===== src/rtl/piso_pkg.sv =====
package piso_pkg;
  typedef enum logic {
    MODE_LOAD  = 1'b0,
    MODE_SHIFT = 1'b1
  } piso_mode_e;
endpackage


===== src/rtl/pl_edge_detect.sv =====
module pl_edge_detect #(
  parameter int unsigned STAGES = 2
) (
  input  logic clk_i,
  input  logic rst_ni,
  input  logic async_i,
  output logic rise_o
);
  logic [STAGES-1:0] sync_q;
  logic              prev_q;

  generate
    for (genvar i = 0; i < STAGES; i++) begin : g_sync
      if (i == 0) begin : g_first
        always_ff @(posedge clk_i or negedge rst_ni)
          if (!rst_ni) sync_q[0] <= 1'b0;
          else         sync_q[0] <= async_i;
      end else begin : g_next
        always_ff @(posedge clk_i or negedge rst_ni)
          if (!rst_ni) sync_q[i] <= 1'b0;
          else         sync_q[i] <= sync_q[i-1];
      end
    end
  endgenerate

  always_ff @(posedge clk_i or negedge rst_ni)
    if (!rst_ni) prev_q <= 1'b0;
    else         prev_q <= sync_q[STAGES-1];

  assign rise_o = sync_q[STAGES-1] & ~prev_q;
endmodule


===== src/rtl/pl_capture_latch.sv =====
module pl_capture_latch #(
  parameter int unsigned WIDTH = 8
) (
  input  logic             clk_i,
  input  logic             rst_ni,
  input  logic             cap_i,
  input  logic [WIDTH-1:0] data_i,
  output logic [WIDTH-1:0] latch_o,
  output logic [WIDTH-1:0] next_o
);
  logic [WIDTH-1:0] latch_q;

  // value the latch holds after this cycle; lets a same-cycle load see it
  assign next_o = cap_i ? data_i : latch_q;

  always_ff @(posedge clk_i or negedge rst_ni)
    if (!rst_ni) latch_q <= '0;
    else         latch_q <= next_o;

  assign latch_o = latch_q;
endmodule


===== src/rtl/pl_shift_chain.sv =====
module pl_shift_chain
  import piso_pkg::*;
#(
  parameter int unsigned WIDTH = 8
) (
  input  logic             clk_i,
  input  logic             rst_ni,
  input  piso_mode_e       mode_i,
  input  logic             step_i,
  input  logic             ser_i,
  input  logic [WIDTH-1:0] load_i,
  output logic [WIDTH-1:0] chain_o
);
  logic [WIDTH-1:0] chain_q;
  logic [WIDTH-1:0] chain_d;

  always_comb begin
    chain_d = chain_q;
    unique case (mode_i)
      MODE_LOAD:  chain_d = load_i;
      MODE_SHIFT: if (step_i) chain_d = {chain_q[WIDTH-2:0], ser_i};
      default:    chain_d = chain_q;
    endcase
  end

  always_ff @(posedge clk_i or negedge rst_ni)
    if (!rst_ni) chain_q <= '0;
    else         chain_q <= chain_d;

  assign chain_o = chain_q;
endmodule


===== src/rtl/pl_out_stage.sv =====
module pl_out_stage (
  input  logic last_i,
  input  logic oe_ni,
  output logic ser_o,
  output logic ser_oe_o
);
  assign ser_o    = last_i;
  assign ser_oe_o = ~oe_ni;
endmodule


===== src/rtl/latched_piso.sv =====
module latched_piso
  import piso_pkg::*;
#(
  parameter int unsigned WIDTH       = 8,
  parameter int unsigned SYNC_STAGES = 2
) (
  input  logic             clk_i,
  input  logic             rst_ni,
  input  logic [WIDTH-1:0] par_i,
  input  logic             cap_clk_i,
  input  logic             sh_clk_i,
  input  logic             shift_mode_i,
  input  logic             ser_i,
  input  logic             oe_ni,
  output logic             ser_o,
  output logic             ser_oe_o
);
  localparam int unsigned LAST = WIDTH - 1;

  logic             cap_rise;
  logic             sh_rise;
  logic [WIDTH-1:0] latch_q;
  logic [WIDTH-1:0] latch_next;
  logic [WIDTH-1:0] shift_q;
  piso_mode_e       mode;

  assign mode = piso_mode_e'(shift_mode_i);

  pl_edge_detect #(.STAGES(SYNC_STAGES)) u_cap_edge (
    .clk_i  (clk_i),
    .rst_ni (rst_ni),
    .async_i(cap_clk_i),
    .rise_o (cap_rise)
  );

  pl_edge_detect #(.STAGES(SYNC_STAGES)) u_sh_edge (
    .clk_i  (clk_i),
    .rst_ni (rst_ni),
    .async_i(sh_clk_i),
    .rise_o (sh_rise)
  );

  pl_capture_latch #(.WIDTH(WIDTH)) u_latch (
    .clk_i  (clk_i),
    .rst_ni (rst_ni),
    .cap_i  (cap_rise),
    .data_i (par_i),
    .latch_o(latch_q),
    .next_o (latch_next)
  );

  pl_shift_chain #(.WIDTH(WIDTH)) u_chain (
    .clk_i  (clk_i),
    .rst_ni (rst_ni),
    .mode_i (mode),
    .step_i (sh_rise),
    .ser_i  (ser_i),
    .load_i (latch_next),
    .chain_o(shift_q)
  );

  pl_out_stage u_out (
    .last_i  (shift_q[LAST]),
    .oe_ni   (oe_ni),
    .ser_o   (ser_o),
    .ser_oe_o(ser_oe_o)
  );
endmodule


===== config.mk =====
export PLATFORM = sky130hd
export DESIGN_NAME = latched_piso
export DESIGN_NICKNAME = d
export VERILOG_FILES = /design/src/rtl/piso_pkg.sv /design/src/rtl/pl_edge_detect.sv /design/src/rtl/pl_capture_latch.sv /design/src/rtl/pl_shift_chain.sv /design/src/rtl/pl_out_stage.sv /design/src/rtl/latched_piso.sv
export SDC_FILE = /design/constraint.sdc
export NUM_CORES = 1
export LEC_CHECK = 0
export BUFFER_PORTS_ARGS = -buffer_cell sky130_fd_sc_hd__buf_2
export CORE_ASPECT_RATIO = 1.5
export CORE_MARGIN = 4
export CORE_UTILIZATION = 36
export DETAILED_ROUTE_END_ITERATION = 16
export GPL_TIMING_DRIVEN = 0
export SETUP_SLACK_MARGIN = 0.05
export SYNTH_ARGS = -nofsm -noshare
export SYNTH_HDL_FRONTEND = slang
export SYNTH_SLANG_ARGS = --single-unit
export TNS_END_PERCENT = 100

===== constraint.sdc =====
create_clock -name clk_i -period 2 [get_ports clk_i]
set_input_delay 0.2 -clock clk_i [delete_from_list [all_inputs] [get_ports clk_i]]
set_output_delay 0.2 -clock clk_i [all_outputs]
set_load 0.02 [all_outputs]

**Word level (Yosys, flattened, before mapping)**

Cells that the tools add are included.

- Register bits: 22
- Input bits: 15
- Output and inout port bits: 2
- Word-level logic and storage cells: 18

- Equal/unequal tests: 1
- Muxes and demuxes: 3
- Bitwise operators: 6

Operators by type and width:

| kind | count |
|---|---|
| $mux W8 | 2 |
| $pmux W8 S2 | 1 |
| $not A1 Y1 | 4 |
| $and A1 B1 Y1 | 2 |
| $ne A2 B1 Y1 const B | 1 |

**Longest topological paths before layout**

- Depth after elaboration: 4
- Mapped depth: 4
- Depth with buffers taken out: 3

**Cells and area by module**

From an unflattened synthesis, not the netlist that was laid out.

- Cell total of the unflattened synthesis: 62
- Area total of the unflattened synthesis: 904.6 µm²

Modules (own cells, without submodules):

| module | instances | cells each | area an instance (µm²) | seq. area each (µm²) |
|---|---|---|---|---|
| pl_shift_chain | 1 | 35 | 384.1 | 200.2 |
| pl_capture_latch | 1 | 17 | 331.6 | 200.2 |
| pl_edge_detect | 2 | 4 | 88.8 | 75.1 |
| pl_out_stage | 1 | 2 | 11.3 | 0.0 |

**Least setup slack after synthesis**

Ideal clock, no wire load.

- Path kind: reg2reg
- Start: register u_cap_edge.prev_q
- End: register u_chain.chain_q[5] (netlist: u_chain.chain_o[5])
- Library setup time: 0.123 ns
- Data arrival time: 1.123 ns
- Required time: 1.877 ns
- Path slack: 0.754 ns
- Stages on the path, launching flop included: 5
- Buffers on the path: 1
- Period minus slack after synthesis: 1.246 ns
- Cells stage by stage: dfrtp_1 nand2b_4 buf_6 mux2_4 o221a_1

- Longest elaborated chain between the ends: 4

Ends and longest elaborated chain:

| element | RTL line | source |
|---|---|---|
| start, declared | pl_edge_detect.sv:10 | `logic prev_q;` |
| start signal, assigned | pl_edge_detect.sv:28 | `else prev_q <= sync_q[STAGES-1];` |
| $not A1 Y1 | pl_edge_detect.sv:30 | `assign rise_o = sync_q[STAGES-1] & ~prev_q;` |
| $and A1 B1 Y1 | pl_edge_detect.sv:30 |  |
| $mux W8 | pl_capture_latch.sv:14 | `assign next_o = cap_i ? data_i : latch_q;` |
| named net latch_next[5] | latched_piso.sv:23 | `logic [WIDTH-1:0] latch_next;` |
| $pmux W8 S2 | pl_shift_chain.sv:19 | `unique case (mode_i)` |
| end signal, assigned | pl_shift_chain.sv:28 | `else chain_q <= chain_d;` |
| end, declared | pl_shift_chain.sv:14 | `logic [WIDTH-1:0] chain_q;` |

The timed path passes the listed nets, and every way through them passes these cells.
A chain may end at the register's enable or synchronous reset.

**Worst setup path after layout**

- Start: register u_cap_edge.sync_q[1]
- End: register u_chain.chain_q[3] (netlist: u_chain.chain_o[3])

- Longest elaborated chain between the ends: 3

Ends and longest elaborated chain:

| element | RTL line | source |
|---|---|---|
| start, declared | pl_edge_detect.sv:9 | `logic [STAGES-1:0] sync_q;` |
| start signal, assigned by index | pl_edge_detect.sv:21 | `else sync_q[i] <= sync_q[i-1];` |
| $and A1 B1 Y1 | pl_edge_detect.sv:30 |  |
| $mux W8 | pl_capture_latch.sv:14 |  |
| named net latch_next[3] | latched_piso.sv:23 |  |
| $pmux W8 S2 | pl_shift_chain.sv:19 |  |

The timed path passes the listed nets, and every way through them passes these cells.

==> run_results.csv <==
group,metric,value,unit
global_route,grt_overflow,0,
setup_path,crit_path_start_kind,"flop",
die,pin_count,17,
global_route,grt_pass1_wl,2680,µm
clocking,cts_tree,"built",
route,viasPerCell,4.97,
sta,skew,3.31,ps
die,die_area,3400,µm²
clocking,postCtsHoldBufs,3,
setup_path,end_kind,"flop",
clocking,htreeDepth,1,
yosys,synth.top_cell.area_share,0.608,
placement,dp.cells,100,
yosys,yosys.area.top_type,"dfrtp_1",
yosys,syn_avg_cell_area,15.1,µm²
yosys,syn_inst,60,
route,drt-total-wl,1460,µm
clocking,numCtsBuffers,3,
cells_and_area,fin_cells,107,
yosys,synth_cell_types,10,
cells_and_area,areaGrowthSynthToFinish,19.5,%
cells_and_area,nets,99,
clocking,cts_sinks,22,
yosys,synthesis.nets,75,
sta,final_max_slew_viol_count,0,
die,initial_core_util,0.374,
setup_path,crit_arrival,1520,ps
yosys,ys_top_cells_by_count,"22 x dfrtp_1, 14 x nand2b_1, 8 x mux2_4, 8 x o221a_1",
yosys,synthFlopType,"dfrtp_1",
power_and_ir_drop,ir_worst_vdd,0.379,mV
sta,rsz0062_at_grt,"false",
sta,fin_crit_sh,0.663,
power_and_ir_drop,p_leak,0.493,nW
die,core,2420,µm²
route,ant_nets,0,
yosys,synth_area_leaders,"dfrtp_1 61%, mux2_4 13%, o221a_1 9.9%",
sta,setup-tns-final,0,ps
global_route,grt.total_usage,0.0988,
clocking,postCtsSetupRepairBufs,0,
yosys,synth-edff-count,0,
route,drcViolationCount,0,
die,die_y,69.4,µm
route,drt_iter0_markers,18,
global_route,antenna_found_initial,0,
placement,dp_slack,677,ps
cells_and_area,diodes,0,
yosys,yosys_warnings,0,
placement,io_buffers,16,
yosys,yosysMostFrequentCell,"dfrtp_1",
yosys,syn_area,906,µm²
status,status,"complete, no violations",
clocking,cts_root_buffer,"clkbuf_4",
setup_path,cp_data_required_time,2200,ps
sta,finalHoldViolCount,0,
setup_path,critPathKind,"reg2reg",
clocking,clk_latency,300,ps
sta,post-route-min-period,1330,ps
power_and_ir_drop,p_per_area,839,nW/µm²
power_and_ir_drop,p_total,0.000908,W
route,wire_per_inst,13.6,µm
placement,dpl.hpwl,1030,µm
sta,maxSlewHeadroom,0.685,
setup_path,crit_fanout,8,
yosys,synth_seq_area_share,0.608,
flow_run,maxCapViolCount,0,
global_route,grt_pass1_vias,612,
sta,fmax,0.754,GHz
sta,worstMarginPinSlew,472,ps
placement,globalplace.congestion,0.717,
clocking,cts_resized,0,
clocking,path_clk_slew,120,ps
clocking,clockBufferDepth,2,
die,chipWidth,49.0,µm
route,vias,532,
yosys,synth-seq-cells,22,
yosys,async_flop_share,1.00,
cells_and_area,drive_above_1_share,0.361,
sta,hold_ws,136,ps
die,rows,22,
sta,setup_viol,0,
global_route,grt_max_degree,23,
worst_hold_path,min_path_type,"in2reg",
sta,setup_ws,673,ps
route,dr.pass1.iters,4,
==> report_power, final <==
group | internal, W | switching [W]
logic | 0.0000932 | 0.0000625
clock network | 0.000111 | 0.000126
registers | 0.000499 | 0.0000159
==> worst paths after layout <==
| kind | startpoint | cells past startpoint | slack [ps] | endpoint |
|---|---|---|---|---|
| max | u_cap_edge.sync_q[1] | 4 | 670 | u_chain.chain_o[3] |
| min | par_i[4] | 2 | 140 | u_latch.latch_o[4] |
| max reg2reg | u_cap_edge.sync_q[1] | 4 | 670 | u_chain.chain_o[3] |
| min reg2reg | u_cap_edge.sync_q[0] | 0 | 360 | u_cap_edge.sync_q[1] |
| max in group asynchronous | rst_ni | 2 | 1300 | u_sh_edge.sync_q[0] |
| min in group asynchronous | rst_ni | 2 | 380 | u_latch.latch_o[7] |
==> logic make-up after synthesis <==
| group | share of synthesized area |
|---|---|
| AOI/OAI and AO/OA | 0.0995 |
| buffers and inverters | 0.0249 |
| DFF | 0.608 |
| muxes | 0.133 |
| and+or+nand+nor | 0.135 |
==> worst max-delay path, stage by stage, from the launching register on <==
cell	delay (ps)
dfrtp_1	430
nand2b_4	80
buf_6	160
mux2_4	320
o221a_1	240
==> sequential cells by signal (all words and copies together) (netlist names) <==
register	count
u_sh_edge.prev_q	1
u_latch.latch_o	8
u_cap_edge.sync_q	2
u_cap_edge.prev_q	1
u_sh_edge.sync_q	2
u_chain.chain_o	8
==> metal layers <==
metal / share of wire / wire, µm / vias up / GRT usage
met3: 0.043 / 62 / 2 / 0.0258
met2: 0.50 / 723 / 10 / 0.157
met1: 0.45 / 652 / 262 / 0.119
met4: 0.012 / 17 / 0 / 0.0539
met5: 0 / 0 / - / 0
li1: - / - / 258 / -
==> placed cells by master, fill, tap and decap left out, drive strengths merged <==
cell type and instances:
mux2 8, buf 17, dlygate4sd3 3, nand2b 15, inv 1, clkbuf 6
dfrtp 22, nand3b 2, nor2b 1, o221a 8
==> layout make-up <==
type,instances,area [µm²]
Inverter,1,3.75
Clock buffer,4,36.3
Fill cell,236,1340
Tap cell,24,30.0
Buffer,3,18.8
Sequential cell,22,551
Timing Repair Buffer,19,110
Multi-Input combinational cell,34,333
==> through the flow <==
step                      area (µm²)   util
after floorplan                  906      -
after global placement          1020  0.419
after detailed placement        1020  0.419
after CTS                       1080  0.447
after global routing            1080  0.447
final                           1080  0.447
No activity file was read; power rests on OpenSTA's default activity.
